[src/rtl/mbx_pkg.sv]
package mbx_pkg;

    localparam int BYTE_W    = 8;
    localparam int BANK_W    = 5;
    localparam int REQ_BYTES = 4;

    // Word offsets of the host register file
    localparam int OFF_REQ_BASE  = 0;
    localparam int OFF_DB_SET    = 4;
    localparam int OFF_DB_VAL    = 5;
    localparam int OFF_ACK_FLAG  = 6;
    localparam int OFF_ACK_CLR   = 7;
    localparam int OFF_ACK_STAT  = 8;
    localparam int OFF_ACK_BANK  = 9;
    localparam int OFF_ACK_TGT   = 10;
    localparam int OFF_ACK_DATA  = 11;
    localparam int OFF_IRQ_EN    = 12;

    // Position of the fixed marker bit in an operation byte
    localparam int OP_MARK_BIT = 6;

    typedef struct packed {
        logic [BYTE_W-1:0] op;
        logic [BYTE_W-1:0] fields;
        logic [BYTE_W-1:0] target;
        logic [BYTE_W-1:0] data;
    } req_area_t;

    typedef struct packed {
        logic [BYTE_W-1:0] status;
        logic [BYTE_W-1:0] bank;
        logic [BYTE_W-1:0] target;
        logic [BYTE_W-1:0] value;
    } ack_area_t;

    function automatic logic [BANK_W-1:0] op_bank(input logic [BYTE_W-1:0] op);
        return op[BANK_W:1];
    endfunction

    function automatic logic op_is_read(input logic [BYTE_W-1:0] op);
        return op[0];
    endfunction

    function automatic logic [BYTE_W-1:0] make_op(input logic [BANK_W-1:0] bank,
                                                  input logic              rd);
        logic [BYTE_W-1:0] v;
        v              = '0;
        v[BANK_W:1]    = bank;
        v[0]           = rd;
        v[OP_MARK_BIT] = 1'b1;
        return v;
    endfunction

endpackage

[src/rtl/mbx_req_regs.sv]
module mbx_req_regs
    import mbx_pkg::*;
#(
    parameter int ADDR_W  = 4,
    parameter int MBX_BIT = 5
) (
    input  logic              clk,
    input  logic              rst,
    input  logic              wr_en,
    input  logic [ADDR_W-1:0] addr,
    input  logic [BYTE_W-1:0] wdata,
    input  logic              consume,
    output req_area_t         area,
    output logic              pend
);

    logic [BYTE_W-1:0] bytes_q [REQ_BYTES];
    logic              set_hit;

    assign set_hit = wr_en && (addr == ADDR_W'(OFF_DB_SET)) && wdata[MBX_BIT];

    // Request bytes are locked while a doorbell is outstanding
    generate
        for (genvar i = 0; i < REQ_BYTES; i++) begin : g_req_byte
            always_ff @(posedge clk) begin
                if (rst)
                    bytes_q[i] <= '0;
                else if (wr_en && !pend && (addr == ADDR_W'(OFF_REQ_BASE + i)))
                    bytes_q[i] <= wdata;
            end
        end
    endgenerate

    assign area.op     = bytes_q[0];
    assign area.fields = bytes_q[1];
    assign area.target = bytes_q[2];
    assign area.data   = bytes_q[3];

    // A set in the same cycle as a consume wins
    always_ff @(posedge clk) begin
        if (rst)
            pend <= 1'b0;
        else if (set_hit)
            pend <= 1'b1;
        else if (consume)
            pend <= 1'b0;
    end

endmodule

[src/rtl/mbx_ack_regs.sv]
module mbx_ack_regs
    import mbx_pkg::*;
#(
    parameter int ADDR_W  = 4,
    parameter int MBX_BIT = 5
) (
    input  logic              clk,
    input  logic              rst,
    input  logic              wr_en,
    input  logic [ADDR_W-1:0] addr,
    input  logic [BYTE_W-1:0] wdata,
    input  logic              ack_stb,
    input  ack_area_t         ack_in,
    output ack_area_t         area,
    output logic              pend,
    output logic              irq_en,
    output logic              irq
);

    logic clr_hit;
    logic en_hit;

    assign clr_hit = wr_en && (addr == ADDR_W'(OFF_ACK_CLR)) && wdata[MBX_BIT];
    assign en_hit  = wr_en && (addr == ADDR_W'(OFF_IRQ_EN));

    always_ff @(posedge clk) begin
        if (rst)
            area <= '0;
        else if (ack_stb)
            area <= ack_in;
    end

    // Setting by the helper outranks a host clear in the same cycle
    always_ff @(posedge clk) begin
        if (rst)
            pend <= 1'b0;
        else if (ack_stb)
            pend <= 1'b1;
        else if (clr_hit)
            pend <= 1'b0;
    end

    always_ff @(posedge clk) begin
        if (rst)
            irq_en <= 1'b0;
        else if (en_hit)
            irq_en <= wdata[0];
    end

    assign irq = pend & irq_en;

endmodule

[src/rtl/mbx_readback.sv]
module mbx_readback
    import mbx_pkg::*;
#(
    parameter int ADDR_W  = 4,
    parameter int MBX_BIT = 5
) (
    input  logic              clk,
    input  logic              rst,
    input  logic              rd_en,
    input  logic [ADDR_W-1:0] addr,
    input  req_area_t         req,
    input  logic              db_pend,
    input  ack_area_t         ack,
    input  logic              ack_pend,
    input  logic              irq_en,
    output logic [BYTE_W-1:0] rdata
);

    logic [BYTE_W-1:0] sel;

    always_comb begin
        sel = '0;
        case (int'(addr))
            OFF_REQ_BASE + 0: sel = req.op;
            OFF_REQ_BASE + 1: sel = req.fields;
            OFF_REQ_BASE + 2: sel = req.target;
            OFF_REQ_BASE + 3: sel = req.data;
            OFF_DB_VAL:       sel[MBX_BIT] = db_pend;
            OFF_ACK_FLAG:     sel[MBX_BIT] = ack_pend;
            OFF_ACK_STAT:     sel = ack.status;
            OFF_ACK_BANK:     sel = ack.bank;
            OFF_ACK_TGT:      sel = ack.target;
            OFF_ACK_DATA:     sel = ack.value;
            OFF_IRQ_EN:       sel[0] = irq_en;
            default:          sel = '0;
        endcase
    end

    always_ff @(posedge clk) begin
        if (rst)
            rdata <= '0;
        else if (rd_en)
            rdata <= sel;
    end

endmodule

[src/rtl/mbx_doorbell.sv]
module mbx_doorbell
    import mbx_pkg::*;
#(
    parameter int ADDR_W  = 4,
    parameter int MBX_BIT = 5
) (
    input  logic              clk,
    input  logic              rst,
    input  logic              host_wr,
    input  logic              host_rd,
    input  logic [ADDR_W-1:0] host_addr,
    input  logic [BYTE_W-1:0] host_wdata,
    output logic [BYTE_W-1:0] host_rdata,
    output logic              req_valid,
    output logic [BYTE_W-1:0] req_op,
    output logic [BYTE_W-1:0] req_fields,
    output logic [BYTE_W-1:0] req_target,
    output logic [BYTE_W-1:0] req_data,
    output logic [BANK_W-1:0] req_bank,
    output logic              req_read,
    input  logic              rsp_consume,
    input  logic              rsp_ack,
    input  logic [BYTE_W-1:0] rsp_status,
    input  logic [BYTE_W-1:0] rsp_bank,
    input  logic [BYTE_W-1:0] rsp_target,
    input  logic [BYTE_W-1:0] rsp_value,
    output logic              irq
);

    req_area_t req_area;
    ack_area_t ack_in;
    ack_area_t ack_area;
    logic      db_pend;
    logic      ack_pend;
    logic      irq_en;

    assign ack_in.status = rsp_status;
    assign ack_in.bank   = rsp_bank;
    assign ack_in.target = rsp_target;
    assign ack_in.value  = rsp_value;

    mbx_req_regs #(.ADDR_W(ADDR_W), .MBX_BIT(MBX_BIT)) u_req (
        .clk     (clk),
        .rst     (rst),
        .wr_en   (host_wr),
        .addr    (host_addr),
        .wdata   (host_wdata),
        .consume (rsp_consume),
        .area    (req_area),
        .pend    (db_pend)
    );

    mbx_ack_regs #(.ADDR_W(ADDR_W), .MBX_BIT(MBX_BIT)) u_ack (
        .clk     (clk),
        .rst     (rst),
        .wr_en   (host_wr),
        .addr    (host_addr),
        .wdata   (host_wdata),
        .ack_stb (rsp_ack),
        .ack_in  (ack_in),
        .area    (ack_area),
        .pend    (ack_pend),
        .irq_en  (irq_en),
        .irq     (irq)
    );

    mbx_readback #(.ADDR_W(ADDR_W), .MBX_BIT(MBX_BIT)) u_rb (
        .clk      (clk),
        .rst      (rst),
        .rd_en    (host_rd),
        .addr     (host_addr),
        .req      (req_area),
        .db_pend  (db_pend),
        .ack      (ack_area),
        .ack_pend (ack_pend),
        .irq_en   (irq_en),
        .rdata    (host_rdata)
    );

    assign req_valid  = db_pend;
    assign req_op     = req_area.op;
    assign req_fields = req_area.fields;
    assign req_target = req_area.target;
    assign req_data   = req_area.data;
    assign req_bank   = op_bank(req_area.op);
    assign req_read   = op_is_read(req_area.op);

endmodule

[config.mk]
export PLATFORM = sky130hd
export DESIGN_NAME = mbx_doorbell
export DESIGN_NICKNAME = d
export VERILOG_FILES = /design/src/rtl/mbx_pkg.sv /design/src/rtl/mbx_req_regs.sv /design/src/rtl/mbx_ack_regs.sv /design/src/rtl/mbx_readback.sv /design/src/rtl/mbx_doorbell.sv
export SDC_FILE = /design/constraint.sdc
export NUM_CORES = 1
export LEC_CHECK = 0
export CAP_MARGIN = 10
export CORE_ASPECT_RATIO = 0.7
export CORE_UTILIZATION = 50
export DETAILED_ROUTE_END_ITERATION = 10
export DONT_BUFFER_PORTS = 1
export HOLD_SLACK_MARGIN = 0.1
export PLACE_DENSITY_LB_ADDON = 0.1
export SLEW_MARGIN = 20
export SYNTH_ARGS = -nofsm -noshare
export SYNTH_HDL_FRONTEND = slang
export SYNTH_SLANG_ARGS = --single-unit
[constraint.sdc]
create_clock -name clk -period 4.5 [get_ports clk]
set_clock_uncertainty 0.15 [all_clocks]
set_input_delay 0.675 -clock clk [delete_from_list [all_inputs] [get_ports clk]]
set_output_delay 0.675 -clock clk [all_outputs]
set_load 0.1 [all_outputs]
==> impl_metrics.py <==
metrics = {
    "grt": {
        "grt_pass1_wl_um": 13900,
        "grt_antenna_before_repair": 0,
        "grt_use_total": 0.248,
        "grt_pass1_vias": 2353,
        "grt_max_degree": 48,
        "overflow": 0,
        "grt_use_met1": 0.346,
        "met2_usage": 0.357,
        "grt_use_met3": 0.101,
        "grt-busiest-layer": "met2",
    },
    "floorplan": {
        "die_height_um": 73.6,
        "coreArea_mm2": 0.00691,
        "die_x_um": 104,
        "pin_count": 98,
        "row_count": 25,
        "start_util": 0.530,
        "die_area_mm2": 0.00767,
    },
    "clock_network": {
        "clock_latency_ns": 0.35,
        "clock_path_buffers": 2,
        "cts_num_sinks": 75,
        "postCtsSetupRepairBufs": 0,
        "ctsHoldBuffers": 0,
        "numCtsBuffers": 9,
        "root_buffer": "clkbuf_8",
        "cts_tree": "yes",
        "ctsResizeCount": 0,
        "cts_max_level": 3,
        "clk_pin_slew_ns": 0.08,
    },
    "placed_design": {
        "place_area_mm2": 0.00373,
        "place.gp.congestion": 0.770,
        "place_hpwl_um": 6320,
        "io_buffers": 0,
    },
    "timing": {
        "finalSetupTns_ns": 0,
        "final-hold-violation-count": 0,
        "worstMarginPinSlew_ns": 1.08,
        "relSlewSlack": 0.277,
        "fin_crit_sh": 0.555,
        "fmax_mhz": 400,
        "fin_crit_ns": 2.50,
        "rsz0062_at_grt": "no",
        "setup_violations": 0,
        "holdWs_ns": 0.246,
        "slew_viol_final": 0,
    },
    "yosys": {
        "ys_top_cells_by_count": "dfxtp_1 (43), nor2_1 (41), mux2i_1 (40)",
        "postSynthAreaPerCell_um2": 11.2,
        "synth-seq-cells": 75,
        "synth_edf_count": 32,
        "yosysMostFrequentCell": "dfxtp_1",
        "synthesis.area_mm2": 0.00366,
        "synth_top_area_cell": "edfxtp_1",
        "synth.distinct_cells": 53,
        "synth_ff_type": "dfxtp_1",
        "synthArstFlopShare": 0,
        "synthCells": 328,
        "synth_area_leaders": "edfxtp_1 (26%), dfxtp_1 (24%), mux2i_1 (11%)",
        "synthesis.nets": 378,
        "yosysWarnings": 0,
        "yosysTopAreaCellShare": 0.262,
        "synth-seq-area-share": 0.498,
    },
    "detailed_routing": {
        "drtPass1Iterations": 4,
        "drc": 0,
        "via_per_inst": 5.86,
        "vias": 2432,
        "drt_iter0_drc": 253,
        "wl_per_cell_um": 21.8,
        "wl_um": 9050,
        "ant_nets": 0,
    },
    "pwr": {
        "p_clk_frac": 0.341,
        "p_per_area_mw_per_mm2": 413,
        "p_sw_frac": 0.309,
        "combPwrFrac": 0.085,
        "p_leak_nw": 1.53,
        "pwr-share-seq": 0.573,
        "max-vdd-ir-drop_mv": 0.262,
        "switchingPower_mw": 0.502,
        "cell_internal_pwr_mw": 1.13,
    },
    "worst_setup_path": {
        "crit_path_end_kind": "primary output",
        "path_max_fanout": 3,
        "worst-setup-path-type": "reg2out",
        "worst-path-buf-inv": 1,
        "crit_start": "u_req.bytes_q[0][4]$_SDFFCE_PN0P_",
        "crit_arrival_ns": 1.67,
        "cp_top_family": "flip-flops",
        "cp_cell_sequence": "buf_16",
        "worst_path_max_delay_cell": "edfxtp_1",
        "start_kind": "flop",
        "cpPeakStageDelay_ns": 1.07,
        "r2r-start": "u_req.pend$_SDFFE_PP0P_",
        "cp.required_ns": 3.67,
    },
    "final_layout": {
        "area_growth_pct": 7.59,
        "diodes": 0,
        "nFillCells": 582,
        "fin_util": 0.570,
        "drive_above_1_share": 0.115,
        "stdcell_area_mm2": 0.00394,
        "nets": 366,
    },
    "min_path": {
        "hp-class": "in2reg",
        "min_from": "rst",
    },
    "outcome": {
        "outcome": "finished clean",
    },
    "job": {
        "maxCapViolCount": 0,
    },
}
==> logic make-up after synthesis <==
logic type      Yosys count  share of synthesized area
compound gates           48                     0.0940
buf+inv                  35                     0.0643
flops                    75                      0.498
mux                      48                      0.144
simple gates            122                      0.200
==> per-stage QoR <==
stage          instances  setup slack [ns]  power [mW]
6_report             415              2.00        1.63
3_3_place_gp         399              2.31        1.09
2_1_floorplan        328              2.31        1.07
5_1_grt              415              1.95        1.68
3_5_place_dp         399              2.24        1.09
4_1_cts              415              1.98        1.64
==> registers in the layout, indices dropped and copies added, names as in the netlist <==
register	flops
u_ack.area	32
u_ack.irq_en	1
u_ack.pend	1
u_rb.rdata	8
u_req.bytes_q	32
u_req.pend	1
==> power groups by stage <==
| stage | Clock (mW) | Combinational [mW] | Sequential [mW] |
|---|---|---|---|
| detailed placement | 0 | 0.139 | 0.949 |
| finish | 0.556 | 0.139 | 0.933 |
| global route | 0.590 | 0.149 | 0.939 |
| CTS | 0.564 | 0.140 | 0.933 |
| floorplan | 0 | 0.142 | 0.932 |
| global placement | 0 | 0.137 | 0.948 |
==> layer usage <==
layer  vias to the layer above  share of wire
li1                       1153              -
met5                         -              0
met4                         0          0.011
met1                      1157           0.46
met2                       109           0.42
met3                        13           0.11
==> cell usage in the layout (no fill, tap or decap), types with 2 or more instances in the layout <==
master     Yosys  layout
o2bb2ai_1      2       2
a31o_2         2       2
inv_1          6       6
nor2_1        41      41
and2_1        33      33
o22ai_1        4       4
a22o_1         2       2
clkbuf_8       0       9
nand2b_1       4       4
dfxtp_1       43      43
a22oi_1        3       3
nor3b_1        2       2
edfxtp_1      32      32
nor2_4         3       3
mux4_2         3       3
or3_1          2       2
clkinv_1       0       2
or3b_1         3       3
nand2_1        6       6
buf_16         0       6
and3_1         3       3
mux2i_1       40      40
a21o_1         4       4
nor2b_1        4       4
a21oi_1        8       8
o21ai_0        7       7
a31oi_1        3       3
nand3_1        3       3
nand2b_4       2       2
nand4_1        3       3
bufinv_16      0       2
mux2_2         4       4
a211oi_1       2       2
nand3b_1       7       7
==> final cells by class <==
| type | count | area [um^2] | area share |
|---|---|---|---|
| well taps | 94 | 118 | 0.0299 |
| clock buffers | 10 | 128 | 0.0324 |
| multi-input cells | 218 | 1600 | 0.407 |
| repair buffers | 6 | 165 | 0.0419 |
| clock inverters | 6 | 80.1 | 0.0203 |
| inverters | 6 | 22.5 | 0.00572 |
| flip-flops and latches | 75 | 1820 | 0.463 |
==> worst reg2reg max path, cell delays in order (launching register included) <==
cell,delay [ns]
dfxtp_1,0.68
nor4b_4,0.59
nand2b_4,0.16
nor3_4,0.36
and2_1,0.19
==> final timing paths <==
kind / cells past startpoint / slack (ns) / end
worst max register to register: 4 / 2.23 / u_req.bytes_q[0][0]$_SDFFCE_PN0P_
worst min-delay path: 1 / 0.25 / u_ack.area[9]$_SDFFE_PP0P_
worst max-delay path: 1 / 2.00 / req_op[4]
worst min register to register: 2 / 0.34 / u_ack.area[10]$_SDFFE_PP0P_
(Power assumes the default switching activity.)
